===== config.mk =====
export PLATFORM = sky130hd
export DESIGN_NAME = frac_bclk_gen
export DESIGN_NICKNAME = d
export VERILOG_FILES = /design/src/rtl/frac_bclk_pkg.sv /design/src/rtl/frac_rate_reg.sv /design/src/rtl/frac_accum.sv /design/src/rtl/frac_halver.sv /design/src/rtl/frac_bclk_gen.sv
export SDC_FILE = /design/constraint.sdc
export NUM_CORES = 1
export LEC_CHECK = 0
export ABC_AREA = 1
export BUFFER_PORTS_ARGS = -buffer_cell sky130_fd_sc_hd__buf_2
export CORE_MARGIN = 10
export CORE_UTILIZATION = 64
export DETAILED_ROUTE_END_ITERATION = 12
export PLACE_DENSITY_LB_ADDON = 0.12
export SYNTH_ARGS = -nofsm -noshare
export SYNTH_HDL_FRONTEND = slang
export SYNTH_SLANG_ARGS = --single-unit

===== constraint.sdc =====
create_clock -name clk -period 7.41 [get_ports clk]
set_input_delay 1.1115 -clock clk [delete_from_list [all_inputs] [get_ports clk]]
set_output_delay 1.1115 -clock clk [all_outputs]
set_load 0.05 [all_outputs]

===== src/rtl/frac_bclk_pkg.sv =====
package frac_bclk_pkg;
  // width of one ratio field; the rate word carries two of them
  localparam int unsigned FIELD_W = 8;
  localparam int unsigned RATE_W  = 2 * FIELD_W;
  // largest usable ratio field value (all-ones is reserved)
  localparam int unsigned MAX_FIELD = (1 << FIELD_W) - 2;

  typedef struct packed {
    logic [FIELD_W-1:0] num;
    logic [FIELD_W-1:0] den;
  } ratio_t;
endpackage


===== src/rtl/frac_rate_reg.sv =====
module frac_rate_reg
  import frac_bclk_pkg::*;
#(
  parameter int unsigned FW = FIELD_W
) (
  input  logic          clk,
  input  logic          rst,
  input  logic          wr,
  input  logic [2*FW-1:0] wdata,
  output logic [FW-1:0] x,
  output logic [FW-1:0] y,
  output logic          usable
);
  localparam int unsigned TOP = (1 << FW) - 2;

  logic [FW-1:0] x_q, y_q;

  always_ff @(posedge clk) begin
    if (rst) begin
      x_q <= '0;
      y_q <= '0;
    end else if (wr) begin
      x_q <= wdata[2*FW-1:FW];
      y_q <= wdata[FW-1:0];
    end
  end

  // usable when 1 <= X <= Y <= TOP
  always_comb begin
    usable = (x_q != '0) && (y_q != '0) && (x_q <= y_q) &&
             ({1'b0, y_q} <= (FW+1)'(TOP));
  end

  assign x = x_q;
  assign y = y_q;

  // reset leaves the stored ratio unusable
  a_r1_reset_clears_ratio: assert property (@(posedge clk)
    rst |=> !usable);
endmodule


===== src/rtl/frac_accum.sv =====
module frac_accum #(
  parameter int unsigned FW = 8
) (
  input  logic          clk,
  input  logic          rst,
  input  logic          clr,
  input  logic [FW-1:0] x,
  input  logic [FW-1:0] y,
  input  logic          usable,
  output logic          tick
);
  localparam int unsigned SW = FW + 1;

  logic [SW-1:0] acc_q;
  logic [SW-1:0] sum;
  logic          wrap;
  logic          tick_q;

  always_comb begin
    sum  = acc_q + SW'(x);
    wrap = (sum >= SW'(y));
  end

  always_ff @(posedge clk) begin
    if (rst || clr) begin
      acc_q  <= '0;
      tick_q <= 1'b0;
    end else begin
      acc_q  <= wrap ? (sum - SW'(y)) : sum;
      tick_q <= wrap;
    end
  end

  assign tick = tick_q;

  // the residue always stays below the modulus while running
  a_r2_residue_below_y: assert property (@(posedge clk) disable iff (rst)
    usable |-> (acc_q < SW'(y)));

  // no tick ever seen while the ratio is unusable
  a_r7_quiet_when_unusable: assert property (@(posedge clk) disable iff (rst)
    !usable |-> !tick_q);
endmodule


===== src/rtl/frac_halver.sv =====
module frac_halver (
  input  logic clk,
  input  logic rst,
  input  logic clr,
  input  logic tick,
  output logic level,
  output logic rise,
  output logic fall
);
  logic level_q, rise_q, fall_q;

  always_ff @(posedge clk) begin
    if (rst || clr) begin
      level_q <= 1'b0;
      rise_q  <= 1'b0;
      fall_q  <= 1'b0;
    end else if (tick) begin
      level_q <= ~level_q;
      rise_q  <= ~level_q;
      fall_q  <= level_q;
    end else begin
      rise_q  <= 1'b0;
      fall_q  <= 1'b0;
    end
  end

  assign level = level_q;
  assign rise  = rise_q;
  assign fall  = fall_q;

  // every accepted tick flips the level
  a_r3_toggle_on_tick: assert property (@(posedge clk) disable iff (rst)
    (tick && !clr) |=> (level_q != $past(level_q)));

  // the two strobes never coincide
  a_r4_strobes_exclusive: assert property (@(posedge clk) disable iff (rst)
    !(rise_q && fall_q));

  // a fall strobe follows a cycle in which the level was high
  a_r5_fall_after_high: assert property (@(posedge clk) disable iff (rst)
    $rose(fall_q) |-> $past(level_q));
endmodule


===== src/rtl/frac_bclk_gen.sv =====
module frac_bclk_gen
  import frac_bclk_pkg::*;
#(
  parameter int unsigned FW = FIELD_W
) (
  input  logic          clk,
  input  logic          rst,
  input  logic          rate_wr,
  input  logic [2*FW-1:0] rate_wdata,
  output logic          bclk,
  output logic          bclk_rise,
  output logic          bclk_fall
);
  logic [FW-1:0] x, y;
  logic          usable;
  logic          clr;
  logic          tick;

  frac_rate_reg #(.FW(FW)) u_rate (
    .clk(clk), .rst(rst), .wr(rate_wr), .wdata(rate_wdata),
    .x(x), .y(y), .usable(usable)
  );

  // a write restarts the phase; an unusable ratio holds everything clear
  assign clr = rate_wr | ~usable;

  frac_accum #(.FW(FW)) u_acc (
    .clk(clk), .rst(rst), .clr(clr), .x(x), .y(y),
    .usable(usable), .tick(tick)
  );

  frac_halver u_half (
    .clk(clk), .rst(rst), .clr(clr), .tick(tick),
    .level(bclk), .rise(bclk_rise), .fall(bclk_fall)
  );

  // a write leaves the outputs low and quiet at its edge
  a_r8_clear_on_write: assert property (@(posedge clk) disable iff (rst)
    rate_wr |=> (!bclk && !bclk_rise && !bclk_fall));

  // writing zero stops the clock
  a_r6_zero_stops: assert property (@(posedge clk) disable iff (rst)
    (rate_wr && rate_wdata == '0) |=> !bclk);

  // reset drives the outputs low
  a_r1_reset_low: assert property (@(posedge clk)
    rst |=> (!bclk && !bclk_rise && !bclk_fall));
endmodule


==> results.py <==
metrics = {
    "grt": {
        "grt_pass1_vias": 1918,
        "grt_antenna_before_repair": 0,
        "grt_overflow": 0,
        "grt.total_usage_pct": 17.0,
        "grt_max_degree": 27,
        "grt_pass1_wl_um": 8620,
    },
    "floorplan": {
        "initial_core_util_pct": 66.3,
        "die_height_um": 78.8,
        "dieArea_sq_um": 6210,
        "num_io_pins": 22,
        "rows": 21,
        "core-area_sq_um": 3340,
        "die_x_um": 78.8,
    },
    "finish": {
        "area_delta_synth_final_pct": 9.16,
        "final_util_pct": 72.4,
        "final_area_sq_um": 2410,
        "fin_cells": 403,
        "drive_gt1_share_pct": 16.0,
        "diodes": 0,
        "fillerInstances": 311,
        "nets": 401,
    },
    "yosys": {
        "netlist_area_sq_um": 2210,
        "yosysUniqueCellTypes": 27,
        "syn_inst": 331,
        "ys_ff_latch": 29,
        "yosysSeqAreaShare_pct": 26.2,
        "ys_warn_count": 0,
        "synth_nets": 376,
        "syn_avg_cell_area_sq_um": 6.68,
    },
    "clock_network": {
        "cts_tree": "built",
        "clk_latency_ps": 340,
        "post-cts-setup-buffers": 0,
        "cts_buffers": 5,
        "clk_path_buf_depth": 2,
        "cts_root_buf": "clkbuf_4",
        "cts_hold_buf": 0,
        "post_cts_resized": 0,
        "path_clk_slew_ps": 100,
        "htreeDepth": 2,
        "clock_sinks": 29,
    },
    "detailed_routing": {
        "wl_met3_um": 173,
        "wl_um": 5050,
        "via_per_inst": 5.11,
        "drtAntennaViolNets": 0,
        "wl_met1_um": 2440,
        "drt_iter0_markers": 136,
        "dr.pass1.iters": 4,
        "highest_layer": "met4",
        "routed-wl-met2_um": 2310,
        "wire_per_inst_um": 12.5,
        "drc": 0,
        "vias": 2058,
    },
    "sta": {
        "fin_crit_ps": 2900,
        "tightestPinTransition_ps": 429,
        "hold_ws_ps": 454,
        "hold_viol": 0,
        "skew_ps": 14.2,
        "rsz0062_at_grt": "false",
        "finalSetupViolCount": 0,
        "tns_ps": 0,
        "fin_ws_ps": 4510,
        "relSlewSlack_pct": 71.4,
        "clock.fmax_ghz": 0.345,
        "period_share_pct": 39.2,
        "slew_violations": 0,
    },
    "pwr": {
        "power_leakage_nw": 1.34,
        "finalPower_uw": 555,
        "ir_drop_mv": 0.137,
        "pwr_density_cell_nw_per_um2": 230,
    },
    "setup_path": {
        "cp.arrival_ps": 3170,
        "worst-path-max-fanout": 9,
        "cp.required_ps": 7680,
        "path_class": "flip-flop to flip-flop",
        "startpoint_type": "flip-flop",
        "rrSetupSlack_ps": 4510,
        "endpoint_kind": "flip-flop",
    },
    "placed_design": {
        "io_buffer_count": 21,
        "placed_area_sq_um": 2360,
        "place_hpwl_um": 4110,
        "dp_slack_ps": 4590,
        "dp_cells": 395,
        "gp_congestion": 0.919,
    },
    "status": {
        "outcome": "complete, no violations",
    },
    "min_path": {
        "hp-class": "flip-flop to flip-flop",
    },
    "run": {
        "cap_violations": 0,
    },
}
-- logic make-up (layout without fill, tap and decap cells) --
| kind of cell | Yosys count | after routing | synth area share (%) |
|---|---|---|---|
| and+or+nand+nor | 173 | 173 | 36.3 |
| DFF | 29 | 29 | 26.2 |
| buffers and inverters | 58 | 84 | 9.84 |
| xor gates and xnor gates | 5 | 5 | 1.98 |
| AOI/OAI and AO/OA | 40 | 40 | 10.3 |
| adders and majority gates | 26 | 26 | 15.4 |
-- critical path: stages (launching register included) --
cell     delay [ps]
dfxtp_1         340
ha_1            230
fa_1            450
nand3_1         110
nand3_2          90
xor2_1          240
inv_1            70
ha_1            360
nand2_1          90
nand2_1          60
a21oi_1         140
nand2_1         100
nand2_2         160
nand3_4         150
nand2_1          90
inv_1            50
nor2_2           90
-- state kept, by name, indices dropped and copies added (netlist names) --
signal,cells
u_acc.acc_q,9
u_acc.tick,1
u_half.fall,1
u_half.level,1
u_half.rise,1
u_rate.x,8
u_rate.y,8
-- Yosys cell counts --
cell type | n | share of area, %
a21o_1 | 1 | 0.34
a21oi_1 | 19 | 4.3
a21oi_4 | 2 | 1.5
clkbuf_1 | 3 | 0.51
clkinv_1 | 1 | 0.17
dfxtp_1 | 29 | 26
fa_1 | 2 | 1.8
ha_1 | 24 | 14
inv_1 | 50 | 8.5
inv_2 | 4 | 0.68
nand2_1 | 83 | 14
nand2_2 | 7 | 2.0
nand2_4 | 1 | 0.51
nand2_8 | 1 | 0.91
nand3_1 | 14 | 3.2
nand3_2 | 2 | 0.91
nand3_4 | 1 | 0.79
nand4_1 | 15 | 4.2
nor2_1 | 37 | 6.3
nor2_2 | 8 | 2.3
o21a_1 | 1 | 0.34
o21ai_0 | 16 | 3.6
o21ai_1 | 1 | 0.23
or2_1 | 1 | 0.28
or2_2 | 3 | 0.85
xnor2_1 | 3 | 1.2
xor2_1 | 2 | 0.79
-- cell type report --
class / count / area (sq um) / area share (%)
multi-input combinational: 244 / 1410 / 58.5
sequential: 29 / 581 / 24.0
inverter: 55 / 206 / 8.55
timing repair buffer: 21 / 105 / 4.35
tap: 46 / 57.6 / 2.38
clock buffer: 6 / 41.3 / 1.71
clock inverter: 2 / 10.0 / 0.415
-- power breakdown --
group          switching, mW  internal, mW  total, mW  leakage (nW)
sequential           0.00949         0.169      0.179         0.239
combinational          0.178         0.104      0.283          1.07
clock                 0.0573        0.0360     0.0934        0.0320
total                  0.245         0.310      0.555          1.34
-- cell usage in the layout (no fill, tap or decap), types with 2 or more instances in the layout --
cell      synthesis  routed
nand2_1          83      83
inv_1            50      50
nor2_1           37      37
dfxtp_1          29      29
ha_1             24      24
buf_2             0      21
a21oi_1          19      19
o21ai_0          16      16
nand4_1          15      15
nand3_1          14      14
nor2_2            8       8
nand2_2           7       7
clkbuf_4          0       5
inv_2             4       4
or2_2             3       3
xnor2_1           3       3
nand3_2           2       2
xor2_1            2       2
a21oi_4           2       2
fa_1              2       2
clkinv_2          0       2
-- final timing paths --
path / startpoint / end / cells after the start
hold reg to reg: u_acc.tick / u_half.fall / 2
setup reg to reg: u_rate.x[0] / u_acc.acc_q[1] / 16
hold / removal: u_acc.tick / u_half.fall / 2
setup / recovery: u_rate.x[0] / u_acc.acc_q[1] / 16
-- per-layer routing --
| layer | up-vias | track usage, % |
|---|---|---|
| li1 | 1104 | - |
| met1 | 903 | 21.4 |
| met2 | 40 | 27.2 |
| met3 | 11 | 3.60 |
| met4 | 0 | 7.89 |
| met5 | - | 0 |
No activity file was read; power rests on OpenSTA's default activity.
